File: src/rtl/spt_pkg.sv
`timescale 1ns/1ps
package spt_pkg;
  typedef enum logic [1:0] {
    ADDR_CTRL = 2'd0,
    ADDR_CMPA = 2'd1,
    ADDR_PER  = 2'd2,
    ADDR_CNT  = 2'd3
  } spt_addr_e;

  // control word bit layout
  localparam int unsigned RUN_BIT  = 0;
  localparam int unsigned MODE_LSB = 1;
  localparam int unsigned OC_LSB   = 3;
  localparam int unsigned CCLR_BIT = 5;
  localparam int unsigned IRQ_BIT  = 7;

  localparam logic [1:0] MODE_SINGLE = 2'b10;
  localparam logic [1:0] OC_SINGLE   = 2'b11;
endpackage

File: src/rtl/spt_sync_edge.sv
`timescale 1ns/1ps
// Multi-stage synchronizer followed by a rising-edge detector.
module spt_sync_edge #(
  parameter int unsigned STAGES = 2
) (
  input  logic clk_i,
  input  logic rst_ni,
  input  logic async_i,
  output logic rise_o
);
  logic [STAGES-1:0] chain_q;
  logic              last_q;

  always_ff @(posedge clk_i or negedge rst_ni) begin
    if (!rst_ni) begin
      chain_q <= '0;
      last_q  <= 1'b0;
    end else begin
      chain_q <= {chain_q[STAGES-2:0], async_i};
      last_q  <= chain_q[STAGES-1];
    end
  end

  assign rise_o = chain_q[STAGES-1] & ~last_q;
endmodule

File: src/rtl/spt_counter.sv
`timescale 1ns/1ps
// Up-counter with compare against either the full count or its upper bits.
module spt_counter #(
  parameter int unsigned CNT_W  = 10,
  parameter int unsigned CMPA_W = 10
) (
  input  logic              clk_i,
  input  logic              rst_ni,
  input  logic              tick_i,
  input  logic              run_i,
  input  logic              start_i,
  input  logic [CMPA_W-1:0] cmpa_i,
  output logic [CNT_W-1:0]  count_o,
  output logic              match_o
);
  logic [CNT_W-1:0] cnt_q;
  logic [CNT_W-1:0] cnt_nx;
  logic             hit;

  assign cnt_nx = cnt_q + 1'b1;

  generate
    if (CMPA_W == CNT_W) begin : g_full
      assign hit = (cnt_nx == cmpa_i);
    end else begin : g_upper
      localparam int unsigned LOW_W = CNT_W - CMPA_W;
      assign hit = (cnt_nx[CNT_W-1:LOW_W] == cmpa_i) && (cnt_nx[LOW_W-1:0] == '0);
    end
  endgenerate

  always_ff @(posedge clk_i or negedge rst_ni) begin
    if (!rst_ni)             cnt_q <= '0;
    else if (start_i)        cnt_q <= '0;
    else if (run_i && tick_i) cnt_q <= cnt_nx;
  end

  assign match_o = run_i & tick_i & hit;
  assign count_o = cnt_q;
endmodule

File: src/rtl/spt_ctrl.sv
`timescale 1ns/1ps
// Run bit (pulse state) and sticky interrupt flag.
module spt_ctrl (
  input  logic clk_i,
  input  logic rst_ni,
  input  logic sp_mode_i,
  input  logic sw_set_i,
  input  logic sw_clr_i,
  input  logic trig_rise_i,
  input  logic match_i,
  input  logic irq_clr_i,
  output logic run_o,
  output logic start_o,
  output logic irq_o
);
  logic run_q, run_d, irq_q, match_eff;

  assign match_eff = match_i & sp_mode_i;

  always_comb begin
    run_d = run_q;
    if (run_q) begin
      if (match_eff || sw_clr_i) run_d = 1'b0;
    end else if (sw_set_i || (trig_rise_i && sp_mode_i)) begin
      run_d = 1'b1;
    end
  end

  always_ff @(posedge clk_i or negedge rst_ni) begin
    if (!rst_ni) begin
      run_q <= 1'b0;
      irq_q <= 1'b0;
    end else begin
      run_q <= run_d;
      if (match_eff)      irq_q <= 1'b1;
      else if (irq_clr_i) irq_q <= 1'b0;
    end
  end

  assign start_o = run_d & ~run_q;
  assign run_o   = run_q;
  assign irq_o   = irq_q;
endmodule

File: src/rtl/spt_regs.sv
`timescale 1ns/1ps
// Register port: configuration storage, write decode and read mux.
module spt_regs
  import spt_pkg::*;
#(
  parameter int unsigned CNT_W  = 10,
  parameter int unsigned CMPA_W = 10,
  parameter int unsigned DATA_W = 16
) (
  input  logic              clk_i,
  input  logic              rst_ni,
  input  logic              we_i,
  input  logic [1:0]        addr_i,
  input  logic [DATA_W-1:0] wdata_i,
  input  logic              run_i,
  input  logic              irq_i,
  input  logic [CNT_W-1:0]  count_i,
  output logic [DATA_W-1:0] rdata_o,
  output logic              sp_mode_o,
  output logic              sw_set_o,
  output logic              sw_clr_o,
  output logic              irq_clr_o,
  output logic [CMPA_W-1:0] cmpa_o
);
  logic [1:0]        mode_q, oc_q;
  logic              cclr_q;
  logic [CMPA_W-1:0] cmpa_q;
  logic [DATA_W-1:0] per_q;
  logic              wr_ctrl, wr_cmpa, wr_per;

  assign wr_ctrl = we_i && (addr_i == ADDR_CTRL);
  assign wr_cmpa = we_i && (addr_i == ADDR_CMPA);
  assign wr_per  = we_i && (addr_i == ADDR_PER);

  always_ff @(posedge clk_i or negedge rst_ni) begin
    if (!rst_ni) begin
      mode_q <= '0;
      oc_q   <= '0;
      cclr_q <= 1'b0;
      cmpa_q <= '0;
      per_q  <= '0;
    end else begin
      if (wr_ctrl) begin
        mode_q <= wdata_i[MODE_LSB +: 2];
        oc_q   <= wdata_i[OC_LSB +: 2];
        cclr_q <= wdata_i[CCLR_BIT];
      end
      if (wr_cmpa) cmpa_q <= wdata_i[CMPA_W-1:0];
      if (wr_per)  per_q  <= wdata_i;
    end
  end

  assign sw_set_o  = wr_ctrl &  wdata_i[RUN_BIT];
  assign sw_clr_o  = wr_ctrl & ~wdata_i[RUN_BIT];
  assign irq_clr_o = wr_ctrl &  wdata_i[IRQ_BIT];
  assign sp_mode_o = (mode_q == MODE_SINGLE) && (oc_q == OC_SINGLE);
  assign cmpa_o    = cmpa_q;

  always_comb begin
    rdata_o = '0;
    case (addr_i)
      ADDR_CTRL: begin
        rdata_o[RUN_BIT]       = run_i;
        rdata_o[MODE_LSB +: 2] = mode_q;
        rdata_o[OC_LSB +: 2]   = oc_q;
        rdata_o[CCLR_BIT]      = cclr_q;
        rdata_o[IRQ_BIT]       = irq_i;
      end
      ADDR_CMPA: rdata_o[CMPA_W-1:0] = cmpa_q;
      ADDR_PER:  rdata_o = per_q;
      default:   rdata_o[CNT_W-1:0] = count_i;
    endcase
  end
endmodule

File: src/rtl/spt_timer.sv
`timescale 1ns/1ps
// Single-shot pulse timer channel, top level.
module spt_timer
  import spt_pkg::*;
#(
  parameter int unsigned CNT_W       = 10,
  parameter int unsigned CMPA_W      = 10,
  parameter int unsigned DATA_W      = 16,
  parameter int unsigned SYNC_STAGES = 2
) (
  input  logic              clk_i,
  input  logic              rst_ni,
  input  logic              tick_i,
  input  logic              trig_i,
  input  logic              reg_we_i,
  input  logic [1:0]        reg_addr_i,
  input  logic [DATA_W-1:0] reg_wdata_i,
  output logic [DATA_W-1:0] reg_rdata_o,
  output logic              pulse_o,
  output logic              irq_o
);
  logic              run_w, start_w, match_w, trig_rise_w;
  logic              sp_mode_w, sw_set_w, sw_clr_w, irq_clr_w, irq_w;
  logic [CNT_W-1:0]  count_w;
  logic [CMPA_W-1:0] cmpa_w;

  spt_sync_edge #(.STAGES(SYNC_STAGES)) u_sync (
    .clk_i   (clk_i),
    .rst_ni  (rst_ni),
    .async_i (trig_i),
    .rise_o  (trig_rise_w)
  );

  spt_regs #(.CNT_W(CNT_W), .CMPA_W(CMPA_W), .DATA_W(DATA_W)) u_regs (
    .clk_i     (clk_i),
    .rst_ni    (rst_ni),
    .we_i      (reg_we_i),
    .addr_i    (reg_addr_i),
    .wdata_i   (reg_wdata_i),
    .run_i     (run_w),
    .irq_i     (irq_w),
    .count_i   (count_w),
    .rdata_o   (reg_rdata_o),
    .sp_mode_o (sp_mode_w),
    .sw_set_o  (sw_set_w),
    .sw_clr_o  (sw_clr_w),
    .irq_clr_o (irq_clr_w),
    .cmpa_o    (cmpa_w)
  );

  spt_ctrl u_ctrl (
    .clk_i       (clk_i),
    .rst_ni      (rst_ni),
    .sp_mode_i   (sp_mode_w),
    .sw_set_i    (sw_set_w),
    .sw_clr_i    (sw_clr_w),
    .trig_rise_i (trig_rise_w),
    .match_i     (match_w),
    .irq_clr_i   (irq_clr_w),
    .run_o       (run_w),
    .start_o     (start_w),
    .irq_o       (irq_w)
  );

  spt_counter #(.CNT_W(CNT_W), .CMPA_W(CMPA_W)) u_cnt (
    .clk_i   (clk_i),
    .rst_ni  (rst_ni),
    .tick_i  (tick_i),
    .run_i   (run_w),
    .start_i (start_w),
    .cmpa_i  (cmpa_w),
    .count_o (count_w),
    .match_o (match_w)
  );

  assign pulse_o = run_w & sp_mode_w;
  assign irq_o   = irq_w;
endmodule

File: config.mk
export PLATFORM = sky130hd
export DESIGN_NAME = spt_timer
export DESIGN_NICKNAME = d
export VERILOG_FILES = /design/src/rtl/spt_pkg.sv /design/src/rtl/spt_sync_edge.sv /design/src/rtl/spt_counter.sv /design/src/rtl/spt_ctrl.sv /design/src/rtl/spt_regs.sv /design/src/rtl/spt_timer.sv
export SDC_FILE = /design/constraint.sdc
export NUM_CORES = 1
export LEC_CHECK = 0
export BUFFER_PORTS_ARGS = -buffer_cell sky130_fd_sc_hd__buf_2
export CELL_PAD_IN_SITES_DETAIL_PLACEMENT = 0
export CELL_PAD_IN_SITES_GLOBAL_PLACEMENT = 1
export CORE_MARGIN = 2
export CORE_UTILIZATION = 44
export CTS_BUF_LIST = sky130_fd_sc_hd__clkbuf_16
export CTS_CLUSTER_DIAMETER = 150
export DETAILED_ROUTE_END_ITERATION = 7
export PLACE_DENSITY_LB_ADDON = 0.1
export SETUP_SLACK_MARGIN = 0.05
export SLEW_MARGIN = 20
export SYNTH_ARGS = -nofsm -noshare
export SYNTH_HDL_FRONTEND = slang
export SYNTH_SLANG_ARGS = --single-unit
File: constraint.sdc
create_clock -name clk_i -period 2.2 [get_ports clk_i]
set_input_delay 0.22 -clock clk_i [delete_from_list [all_inputs] [get_ports clk_i]]
set_output_delay 0.22 -clock clk_i [all_outputs]
set_load 0.01 [all_outputs]
; ---- Word-level counts from Yosys, hierarchy flattened
; Index checks and enable logic that the tools add are counted.
[totals]
register_bits = 46
output_inout_bits = 18
[classes]
n_addsub = 1
eq_ne = 5
n_mux = 12
bitwise = 12
n_reduce_logical = 11
[op_table]
columns = op, n
row1 = $mux W10, 2
row2 = $pmux W6 S3, 1
row3 = $add A10 B1 Y10 const B, 1
row4 = $eq A10 B10 Y1, 1
row5 = $and A1 B1 Y1, 9
row6 = $eq A2 B2 Y1 const B, 3
row7 = $logic_and A1 B1 Y1, 6
row8 = $mux W6, 1
row9 = $pmux W1 S3, 2
row10 = $pmux W2 S3, 1
row11 = $mux W1, 5
row12 = $reduce_bool A2 Y1, 2
row13 = $not A1 Y1, 3
row14 = $eq A2 B1 Y1 const B, 1
row15 = $logic_not A2 Y1, 1
row16 = $logic_or A1 B1 Y1, 2

; ---- Longest topological paths before layout
[logic_depth]
word_depth = 9
ltp_mapped = 7

; ---- By module
; Synthesis repeated with hierarchy kept, for this count alone.
[hier_totals]
hier_cells = 204
area_unflattened_um2 = 2544.9
[modules_own_cells]
columns = mod, n_inst, cells_per_inst, area_each_um2
row1 = spt_regs, 1, 95, 1545.2
row2 = spt_counter, 1, 95, 818.3
row3 = spt_sync_edge, 1, 4, 88.8
row4 = spt_ctrl, 1, 9, 86.3
row5 = spt_timer, 1, 1, 6.3

; ---- Worst setup path after synthesis
; No wires, ideal clock.
[synth_path]
kind = register to register
startpoint = reg u_cnt.cnt_q[0] (netlist: u_cnt.count_o[0])
endpoint = reg u_ctrl.run_q (netlist: u_ctrl.run_o)
setup_time_ns = 0.129
arrival_ns = 1.919
required_time_ns = 2.071
setup_slack_ns = 0.152
path_stages_with_launch = 8
period_less_slack_ns = 2.048
cell_sequence = dfrtp_1 ha_1 and3_1 buf_6 a311o_1 a21boi_1 o21ai_1 o41a_1
[synth_between]
elab_chain_len = 7
[synth_lines]
columns = item, line
row1 = "start, declared", spt_counter.sv:16  ; logic [CNT_W-1:0] cnt_q;
row2 = "start signal, assigned", spt_counter.sv:34  ; else if (run_i && tick_i) cnt_q <= cnt_nx;
row3 = $add A10 B1 Y10, spt_counter.sv:20  ; assign cnt_nx = cnt_q + 1'b1;
row4 = $eq A10 B10 Y1, spt_counter.sv:24  ; assign hit = (cnt_nx == cmpa_i);
row5 = $and A1 B1 Y1, spt_counter.sv:37  ; assign match_o = run_i & tick_i & hit;
row6 = $and A1 B1 Y1, spt_ctrl.sv:18  ; assign match_eff = match_i & sp_mode_i;
row7 = $logic_or A1 B1 Y1, spt_ctrl.sv:23  ; if (match_eff || sw_clr_i) run_d = 1'b0;
row8 = $mux W1, spt_ctrl.sv:23
row9 = $mux W1, spt_ctrl.sv:22  ; if (run_q) begin
row10 = via u_ctrl.run_d, spt_ctrl.sv:16  ; logic run_q, run_d, irq_q, match_eff;
row11 = "end signal, assigned", spt_ctrl.sv:34  ; run_q <= run_d;
row12 = "end, declared", spt_ctrl.sv:16
; The timed path passes the listed nets, and every way through them passes these cells.
; A chain may end at the register's enable or synchronous reset.

; ---- Worst setup path in the final report
[layout_path]
startpoint = reg u_cnt.cnt_q[1] (netlist: u_cnt.count_o[1])
endpoint = reg u_ctrl.run_q (netlist: u_ctrl.run_o)
; Same word-level chain as after synthesis.

==> flow_metrics.tcl <==
set metrics [dict create \
    cts_resized 0 \
    grt_pass1_wl_um 9610 \
    netlist_instances 212 \
    yosys_warnings 0 \
    min_path_type "input port to flop" \
    hold_viol 0 \
    clock-root-buffer "clkbuf_16" \
    power_density_mw_per_mm2 871 \
    initial_core_util_pct 45.1 \
    cts.path.max_buffers 2 \
    cts_sinks 46 \
    grt_pass1_vias 1874 \
    mostFrequentLayoutCells "dfrtp_1 (46), buf_2 (40), mux2_2 (34)" \
    gr-total-overflow 0 \
    cts-buffers-inserted 5 \
    drc_errors 0 \
    place_inst 321 \
    clock_power_share_pct 32.9 \
    worstSkewPairLatency_ns 0.28 \
    cp-start-kind "flop" \
    ant_nets 0 \
    worst-path-buf-inv 0 \
    maxCapViolCount 0 \
    synth_area_sq_mm 0.00247 \
    highest_layer "met4" \
    tns_ns 0 \
    skew_ns 0.00402 \
    grt_usage_pct 20.0 \
    ir_worst_vdd_mv 0.462 \
    ios 41 \
    met1Wirelength_um 2710 \
    p_sw_share_pct 28.3 \
    dp_slack_ns 0.192 \
    synth-main-ff-cell "dfrtp_1" \
    via_count 1841 \
    setup-violations-final 0 \
    htreeDepth 2 \
    die_y_um 78.9 \
    wl_met2_um 2630 \
    synthArstFlopShare_pct 100 \
    synth-edff-count 0 \
    intPower_mw 1.85 \
    post_drt_wl_per_cell_um 17.0 \
    drive_gt1_share_pct 39.1 \
    status "finished, final reports clean" \
    post_cts_buffers 0 \
    synthAdderAreaFrac_pct 0.507 \
    clk_pin_slew_ns 0.06 \
    relSlewSlack_pct 65.2 \
    p_comb_share_pct 23.6 \
    viasPerCell 5.58 \
    wirelength_um 5600 \
    syn_avg_cell_area_sq_um 11.7 \
    rows 27 \
    power.net_switching_uw 730 \
    worst_slack_ns 0.171 \
    end_kind "flop" \
    portBuffers 40 \
    max_stage_delay_ns 0.42 \
    path_class "flop to flop" \
    ys_ff_latch 46 \
    crit_path_max_fanout 6 \
    wl_met3_um 179 \
    fin_crit_ns 2.03 \
    antenna_cells 0 \
    worstMarginPinSlew_ns 0.522 \
    post-synth-top-area-cell "dfrtp_1" \
    worst-endpoint-arrival_ns 2.19 \
    crit_family "compound AO/OA/AOI/OAI gates" \
    synthSimpleGateAreaFrac_pct 14.0 \
    synth_fp_nets 236 \
    final_cells 330 \
    die_w_um 78.9 \
    layout.nets 281 \
    synthMuxAreaShare_pct 22.0 \
    leakage_nw 1.32 \
    grt_antenna_before_repair 0 \
    netlist_top_cells_area "dfrtp_1 (47%), mux2_2 (16%), mux4_2 (5.5%)" \
    core_sq_mm 0.00547 \
    place_hpwl_um 4090 \
    design.die.area_sq_mm 0.00623 \
    slew_violations 0 \
    crit_required_ns 2.36 \
    synth_top_area_share_pct 46.6 \
    synth_top_family_by_area "multiplexers" \
    synth_compound_area_share_pct 10.8 \
    period_share_pct 92.2 \
    crit_chain "ha_1 -> and3_1 -> a311o_1 -> a21boi_1 -> o21ai_1 -> o41a_1" \
    grt_max_degree 26 \
    place_congestion 0.785 \
    final_common_cell "dfrtp_1" \
    syn_to_final_growth_pct 20.0 \
    cts_tree "built" \
    fmax_mhz 493 \
    power_frac_seq_pct 43.5 \
    dr.pass1.iters 4 \
    drtIter0Drc 88 \
    synth_xor_area_share_pct 2.84 \
    slowest_stage "dfrtp_1" \
    synth_cell_types 49 \
    rsz0062_at_grt "false" \
    yosysSeqAreaShare_pct 46.6 \
]
-- routing by layer --
layer,track usage (%),vias up
met5,0,-
li1,-,865
met1,28.3,939
met4,6.38,0
met2,31.4,31
met3,3.75,6
-- through the flow --
| stage | utilization (%) | cell area (sq um) | hold slack [ns] | power, mW |
|---|---|---|---|---|
| 2_1_floorplan | - | 2470 | -0.0756 | 1.52 |
| 3_3_place_gp | 50.9 | 2790 | 0.223 | 1.74 |
| 3_5_place_dp | 50.9 | 2790 | 0.228 | 1.75 |
| 4_1_cts | 54.1 | 2960 | 0.0311 | 2.61 |
| 5_1_grt | 54.1 | 2960 | 0.0365 | 2.72 |
| 6_report | 54.1 | 2960 | 0.0386 | 2.58 |
-- worst register-to-register path: stages, from the launching register on --
cell	delay, ns
dfrtp_1	0.42
ha_1	0.26
and3_1	0.23
a311o_1	0.34
a21boi_1	0.14
o21ai_1	0.10
o41a_1	0.42
-- cell type report --
| type | count | area [sq um] |
|---|---|---|
| Fill cell | 504 | 2510 |
| Inverter | 2 | 7.51 |
| Multi-Input combinational cell | 151 | 1240 |
| Sequential cell | 46 | 1150 |
| Clock buffer | 5 | 125 |
| Timing Repair Buffer | 51 | 310 |
| Clock inverter | 3 | 40.0 |
| Tap cell | 72 | 90.1 |
-- sequential cells by signal, indices dropped and copies added, names as in the netlist --
signal          count
u_regs.per_q       16
u_ctrl.run_o        1
u_regs.oc_q         2
u_ctrl.irq_o        1
u_regs.cmpa_o      10
u_sync.last_q       1
u_sync.chain_q      2
u_regs.mode_q       2
u_cnt.count_o      10
u_regs.cclr_q       1
-- power by group through the flow --
stage | registers (mW) | logic, mW | clock network [mW]
6_report | 1.12 | 0.610 | 0.848
5_1_grt | 1.15 | 0.679 | 0.898
4_1_cts | 1.12 | 0.616 | 0.874
3_5_place_dp | 1.14 | 0.610 | 0
3_3_place_gp | 1.13 | 0.608 | 0
2_1_floorplan | 1.09 | 0.421 | 0
-- repair_timing --
item / in CTS / in global routing
hold buffers: 1 / 0
setup endpoints to repair: 0 / 0
endpoints found under the hold margin: 21 / 0
-- logic make-up after synthesis --
| logic type | after synthesis |
|---|---|
| buffers and inverters | 15 |
| adders and majority gates | 1 |
| AOI/OAI and AO/OA | 41 |
| DFF | 46 |
| and+or+nand+nor | 60 |
| xor gates and xnor gates | 8 |
| muxes | 41 |
-- Yosys cell counts (2+ instances only) --
cell type and number:
a31oi_1 2, o31ai_1 3, buf_6 3, clkbuf_1 6, nand2b_1 7, nand3_1 5, and4_1 2, nor2b_1 3
xor2_1 3, nor2_1 6, nor4_1 2, inv_1 2, buf_1 3, xnor2_1 5, o21ai_0 13, a21oi_1 8
and2_1 8, nand2_1 14, mux4_2 6, mux2_2 34, dfrtp_1 46, a22o_1 3, nand4_1 2
-- path summary, 6_finish.rpt --
check                                  start                 to  slack (ns)  depth (start not counted)
setup / recovery            u_cnt.count_o[1]       u_ctrl.run_o        0.17                          6
hold / removal                        trig_i  u_sync.chain_q[0]        0.04                          1
setup reg to reg            u_cnt.count_o[1]       u_ctrl.run_o        0.17                          6
hold reg to reg            u_sync.chain_q[0]  u_sync.chain_q[1]        0.35                          0
max in group asynchronous             rst_ni   u_cnt.count_o[7]        1.24                          3
min in group asynchronous             rst_ni    u_regs.per_q[3]        0.44                          2
(Power assumes the default switching activity.)
